**config.mk**
```make
export PLATFORM = sky130hd
export DESIGN_NAME = alu16_core
export DESIGN_NICKNAME = d
export VERILOG_FILES = /design/src/rtl/alu16_pkg.sv /design/src/rtl/alu16_logic.sv /design/src/rtl/alu16_addsub.sv /design/src/rtl/alu16_shift.sv /design/src/rtl/alu16_mult.sv /design/src/rtl/alu16_core.sv
export SDC_FILE = /design/constraint.sdc
export NUM_CORES = 1
export LEC_CHECK = 0
export ABC_AREA = 0
export BUFFER_PORTS_ARGS = -buffer_cell sky130_fd_sc_hd__buf_4
export CORE_UTILIZATION = 50
export DETAILED_ROUTE_END_ITERATION = 10
export PLACE_DENSITY = 0.64
export SLEW_MARGIN = 10
export SYNTH_ARGS = -nofsm -noshare
export SYNTH_HDL_FRONTEND = slang
export SYNTH_SLANG_ARGS = --single-unit
export TNS_END_PERCENT = 1
```
**constraint.sdc**
```tcl
create_clock -name clk -period 7.9 [get_ports clk]
set_input_delay 0 -clock clk [delete_from_list [all_inputs] [get_ports clk]]
set_output_delay 0 -clock clk [all_outputs]
set_load 0.02 [all_outputs]
```
**src/rtl/alu16_pkg.sv**
```systemverilog
package alu16_pkg;

    localparam logic [2:0] CLS_LOGIC = 3'd0;
    localparam logic [2:0] CLS_ARITH = 3'd1;
    localparam logic [2:0] CLS_TEST  = 3'd2;
    localparam logic [2:0] CLS_SHIFT = 3'd3;
    localparam logic [2:0] CLS_MULT  = 3'd4;

    localparam logic [1:0] LG_AND = 2'd0;
    localparam logic [1:0] LG_OR  = 2'd1;
    localparam logic [1:0] LG_XOR = 2'd2;
    localparam logic [1:0] LG_MOV = 2'd3;

    typedef struct packed {
        logic n;
        logic v;
        logic z;
        logic c;
    } flags_t;

endpackage

```
**src/rtl/alu16_logic.sv**
```systemverilog
module alu16_logic #(
    parameter int W = 16
) (
    input  logic [W-1:0] a,
    input  logic [W-1:0] b,
    input  logic [1:0]   sel,
    output logic [W-1:0] y
);
    import alu16_pkg::*;

    always_comb begin
        unique case (sel)
            LG_AND:  y = a & b;
            LG_OR:   y = a | b;
            LG_XOR:  y = a ^ b;
            default: y = b;
        endcase
    end
endmodule

```
**src/rtl/alu16_addsub.sv**
```systemverilog
module alu16_addsub #(
    parameter int W = 16
) (
    input  logic [W-1:0] a,
    input  logic [W-1:0] b,
    input  logic         cin,
    input  logic         subtract,
    input  logic         use_carry,
    output logic [W-1:0] y,
    output logic         cout,
    output logic         ovf
);
    localparam int XW = W + 1;

    logic [XW-1:0] full;
    logic [XW-1:0] cext;

    always_comb begin
        cext = {{W{1'b0}}, (use_carry & cin)};
        if (subtract) begin
            full = {1'b0, a} - {1'b0, b} - cext;
        end else begin
            full = {1'b0, a} + {1'b0, b} + cext;
        end
        y    = full[W-1:0];
        cout = full[W];
        if (subtract) begin
            ovf = (a[W-1] != b[W-1]) && (y[W-1] != a[W-1]);
        end else begin
            ovf = (a[W-1] == b[W-1]) && (y[W-1] != a[W-1]);
        end
    end
endmodule

```
**src/rtl/alu16_shift.sv**
```systemverilog
module alu16_shift #(
    parameter int W = 16
) (
    input  logic [W-1:0] a,
    input  logic         cin,
    input  logic         fill_carry,
    output logic [W-1:0] y,
    output logic         cout
);
    logic top_bit;

    always_comb begin
        top_bit = fill_carry ? cin : a[W-1];
        y       = {top_bit, a[W-1:1]};
        cout    = a[0];
    end
endmodule

```
**src/rtl/alu16_mult.sv**
```systemverilog
module alu16_mult #(
    parameter int W = 16
) (
    input  logic [W-1:0] a,
    input  logic [W-1:0] b,
    input  logic         upper,
    output logic [W-1:0] y
);
    localparam int PW = 2 * W;

    logic [PW-1:0] prod;

    always_comb begin
        prod = {{W{1'b0}}, a} * {{W{1'b0}}, b};
        y    = upper ? prod[PW-1:W] : prod[W-1:0];
    end
endmodule

```
**src/rtl/alu16_core.sv**
```systemverilog
module alu16_core #(
    parameter int W = 16
) (
    input  logic         clk,
    input  logic         rst_n,
    input  logic         in_valid,
    input  logic [2:0]   op_class,
    input  logic [1:0]   op_mode,
    input  logic [W-1:0] opa,
    input  logic [W-1:0] opb,
    input  logic         carry_in,
    output logic         out_valid,
    output logic         wb_en,
    output logic         flag_we,
    output logic [W-1:0] result,
    output logic [3:0]   flags
);
    import alu16_pkg::*;

    typedef struct packed {
        logic         vld;
        logic         wb;
        logic         fwe;
        logic [W-1:0] res;
        flags_t       fl;
    } out_t;

    out_t st_d, st_q;

    logic [1:0]   lg_sel;
    logic [W-1:0] lg_y;
    logic         as_sub, as_usec;
    logic [W-1:0] as_y;
    logic         as_co, as_ov;
    logic [W-1:0] sh_y;
    logic         sh_co;
    logic [W-1:0] mu_y;

    always_comb begin
        lg_sel  = (op_class == CLS_TEST) ? LG_AND : op_mode;
        as_sub  = (op_class == CLS_ARITH) ? op_mode[0] : 1'b1;
        as_usec = (op_class == CLS_ARITH) ? op_mode[1] : 1'b0;
    end

    alu16_logic #(.W(W)) u_logic (
        .a(opa), .b(opb), .sel(lg_sel), .y(lg_y)
    );

    alu16_addsub #(.W(W)) u_addsub (
        .a(opa), .b(opb), .cin(carry_in), .subtract(as_sub),
        .use_carry(as_usec), .y(as_y), .cout(as_co), .ovf(as_ov)
    );

    alu16_shift #(.W(W)) u_shift (
        .a(opa), .cin(carry_in), .fill_carry(op_mode[0]),
        .y(sh_y), .cout(sh_co)
    );

    alu16_mult #(.W(W)) u_mult (
        .a(opa), .b(opb), .upper(op_mode[0]), .y(mu_y)
    );

    always_comb begin
        st_d     = '0;
        st_d.vld = in_valid;
        if (in_valid) begin
            unique case (op_class)
                CLS_LOGIC: begin
                    st_d.res = lg_y;
                    st_d.wb  = 1'b1;
                    st_d.fwe = 1'b1;
                end
                CLS_ARITH: begin
                    st_d.res  = as_y;
                    st_d.fl.c = as_co;
                    st_d.fl.v = as_ov;
                    st_d.wb   = 1'b1;
                    st_d.fwe  = 1'b1;
                end
                CLS_TEST: begin
                    if (op_mode[0]) begin
                        st_d.res  = as_y;
                        st_d.fl.c = as_co;
                        st_d.fl.v = as_ov;
                    end else begin
                        st_d.res = lg_y;
                    end
                    st_d.fwe = 1'b1;
                end
                CLS_SHIFT: begin
                    st_d.res  = sh_y;
                    st_d.fl.c = sh_co;
                    st_d.wb   = 1'b1;
                    st_d.fwe  = 1'b1;
                end
                CLS_MULT: begin
                    st_d.res = mu_y;
                    st_d.wb  = 1'b1;
                    st_d.fwe = 1'b1;
                end
                default: begin
                    st_d.res = '0;
                end
            endcase
            if (st_d.fwe) begin
                st_d.fl.z = (st_d.res == '0);
                st_d.fl.n = st_d.res[W-1];
            end
        end
    end

    always_ff @(posedge clk) begin
        if (!rst_n) begin
            st_q <= '0;
        end else begin
            st_q <= st_d;
        end
    end

    assign out_valid = st_q.vld;
    assign wb_en     = st_q.wb;
    assign flag_we   = st_q.fwe;
    assign result    = st_q.res;
    assign flags     = st_q.fl;

endmodule

```
==> results.json <==
{
  "tightestPinTransition_ns": 0.958,
  "vias": 11500,
  "post_synthesis_to_final_layout_area_growth_pct": 6.01,
  "drv.max_cap_violation_count": 0,
  "first_pass_grt_wire_length_um": 68800,
  "syn-cell-area_um2": 12500,
  "cells_taking_the_most_area_after_synthesis": "sky130_fd_sc_hd__fa_1 32%, sky130_fd_sc_hd__ha_1 17%, sky130_fd_sc_hd__inv_1 8.6%",
  "numCtsBuffers": 3,
  "final_hold_viol_count": 0,
  "master_of_the_slowest_instance_on_the_critical_path": "sky130_fd_sc_hd__fa_1",
  "synthesis.nets": 1984,
  "yosysTopAreaCell": "sky130_fd_sc_hd__fa_1",
  "grt_antenna_before_repair": 1,
  "drt-initial-drc-count": 1115,
  "synth_warnings": 0,
  "htreeDepth": 1,
  "drt_first_pass_iters": 6,
  "flip_flop_and_latch_count_after_synthesis": 23,
  "globalplace.congestion": 1.01,
  "cts.root.buffer_cell": "sky130_fd_sc_hd__clkbuf_16",
  "fmax_ghz": 0.150,
  "required_ns": 8.08,
  "final.setup.tns_ns": 0,
  "max_stage_delay_ns": 0.56,
  "yosysMostFrequentCell": "sky130_fd_sc_hd__inv_1",
  "cell_variety_after_synth": 74,
  "timing.critical_path.cells": "buf_4 > inv_1 > nor2_1 > fa_1 > inv_1 > fa_1 > inv_1 > fa_1 > fa_1 > fa_1 > inv_1 > fa_1 > inv_1 > ha_1 > and2_1 > nand4_1 > a311o_1 > nand3_1 > xor2_1 > a221o_1 > nor4_1 > nand4_1 > nor4_2",
  "portBuffers": 63,
  "synthTopCellsByCount": "288 x sky130_fd_sc_hd__inv_1, 200 x sky130_fd_sc_hd__nand2_1, 198 x sky130_fd_sc_hd__fa_1",
  "tritoncts": "built",
  "holdPathEnd": "wb_en",
  "worstHoldStart": "op_class[0]",
  "first_global_vias": 11700,
  "synthDominantCellAreaShare_pct": 31.6,
  "grt_max_degree": 49,
  "fp-row-count": 57,
  "clock_path_buffers": 2,
  "cp_class": "input port to flop",
  "numnets_final": 1989,
  "wl_um": 44800,
  "hold-path-cell-count": 2,
  "final.period_utilization_pct": 84.4,
  "critical_path.n_buffers_inverters": 6,
  "die_width_um": 160,
  "syn_inst": 1579,
  "place_hpwl_um": 36500,
  "fp.dieH_um": 160,
  "layout-drive-gt1-share_pct": 6.38,
  "crit_path_max_fanout": 14,
  "maxSlewHeadroom_pct": 35.9,
  "average_cell_area_after_synthesis_um2": 7.94,
  "worstPathArrival_ns": 6.85,
  "finalSetupViolations": 0,
  "synth-seq-area-share_pct": 3.67,
  "outcome": "complete, no violations",
  "clkSlewWorstSetupHoldPaths_ns": 0.06,
  "drtAntennaViolNets": 0,
  "finalWorstPathRequiredPeriod_ns": 6.67,
  "critical-path-top-cell-by-count": "sky130_fd_sc_hd__fa_1",
  "floorplan.io_pins": 64,
  "post_cts_resized": 0,
  "final-max-slew-violation-count": 0,
  "synthFlopType": "sky130_fd_sc_hd__dfxtp_1",
  "min_path_type": "input port to flop",
  "critical-path-top-delay-family": "adder cells",
  "grt_util_all_layers_pct": 35.7,
  "floorplan.die_area_um2": 25700,
  "drcViolationCount": 0,
  "clock-sinks": 23,
  "grt_setup_unrepaired": "no",
  "asyncSetResetFlopFracSynth_pct": 0,
  "cts_hold_repair.buffers": 0,
  "setup_crit_start_kind": "input port",
  "route.detailed.vias_per_inst": 6.01,
  "grt_remaining_overflow": 0,
  "wire_per_inst_um": 23.5,
  "floorplan.initialDensity_pct": 51.3,
  "synth-edff-count": 0,
  "worst_setup_path_end_kind": "flop",
  "n_antenna_cell": 0,
  "placeableCoreArea_um2": 24500,
  "cts_setup_buffers": 0
}
[layer usage]
| layer | track usage (%) | share of wire (%) |
|---|---|---|
| met5 | 0 | 0.025 |
| met4 | 18.4 | 6.0 |
| met3 | 7.21 | 9.0 |
| met2 | 55.3 | 44 |
| met1 | 47.3 | 41 |
[cell families (layout without fill, tap and decap cells)]
family,after synthesis,after routing,synth area share [%]
simple gates,487,487,17.3
compound gates,279,279,15.5
fa+ha+maj,364,364,48.2
xor+xnor,42,42,2.93
flops,23,23,3.67
buf+inv,367,371,11.0
mux,17,17,1.42
[through the flow]
stage	setup slack, ns	hold WS (ns)	cells	cell area, um^2	util, %
global route	0.988	0.109	1907	13300	54.3
floorplan	1.92	0.154	1579	12500	-
global placement	1.08	0.372	1903	13200	54.0
CTS	1.32	0.0958	1907	13300	54.3
finish	1.23	0.109	1907	13300	54.3
detailed placement	1.05	0.379	1903	13200	54.0
[worst max path at each step]
stage,start,to,slack [ns],depth (start not counted)
after detailed placement,opb[4],flags[1],1.05,23
after floorplan,opa[5],flags[1],1.92,23
after global placement,opb[4],flags[1],1.08,23
after global routing,opb[4],flags[1],0.99,23
final,opb[4],flags[1],1.23,23
after CTS,opb[4],flags[1],1.32,23
[flip-flops by register name (all words and copies together), names as in the netlist]
name,flops
out_valid,1
result,16
flags,4
wb_en,1
flag_we,1
[area by class of cell]
cell class | instances | area (um^2)
Inverter | 296 | 1110
Clock inverter | 1 | 7.51
Timing Repair Buffer | 71 | 533
Fill cell | 2395 | 11200
Multi-Input combinational cell | 1189 | 10700
Sequential cell | 23 | 460
Clock buffer | 3 | 75.1
Tap cell | 324 | 405
[layout by cell type (no fill, tap or decap), types with 18 or more instances in the layout]
master	instances
sky130_fd_sc_hd__a21o_1	26
sky130_fd_sc_hd__nand2_1	200
sky130_fd_sc_hd__buf_4	71
sky130_fd_sc_hd__o21ai_0	50
sky130_fd_sc_hd__dfxtp_1	23
sky130_fd_sc_hd__nand3_1	20
sky130_fd_sc_hd__fa_1	198
sky130_fd_sc_hd__xor2_1	18
sky130_fd_sc_hd__a31oi_1	21
sky130_fd_sc_hd__inv_1	288
sky130_fd_sc_hd__nor2_1	163
sky130_fd_sc_hd__xnor2_1	24
sky130_fd_sc_hd__ha_1	166
sky130_fd_sc_hd__a21oi_1	58
Power is not shown: default switching activity piles up to over one toggle a cycle in this logic, so the estimate is an artifact.
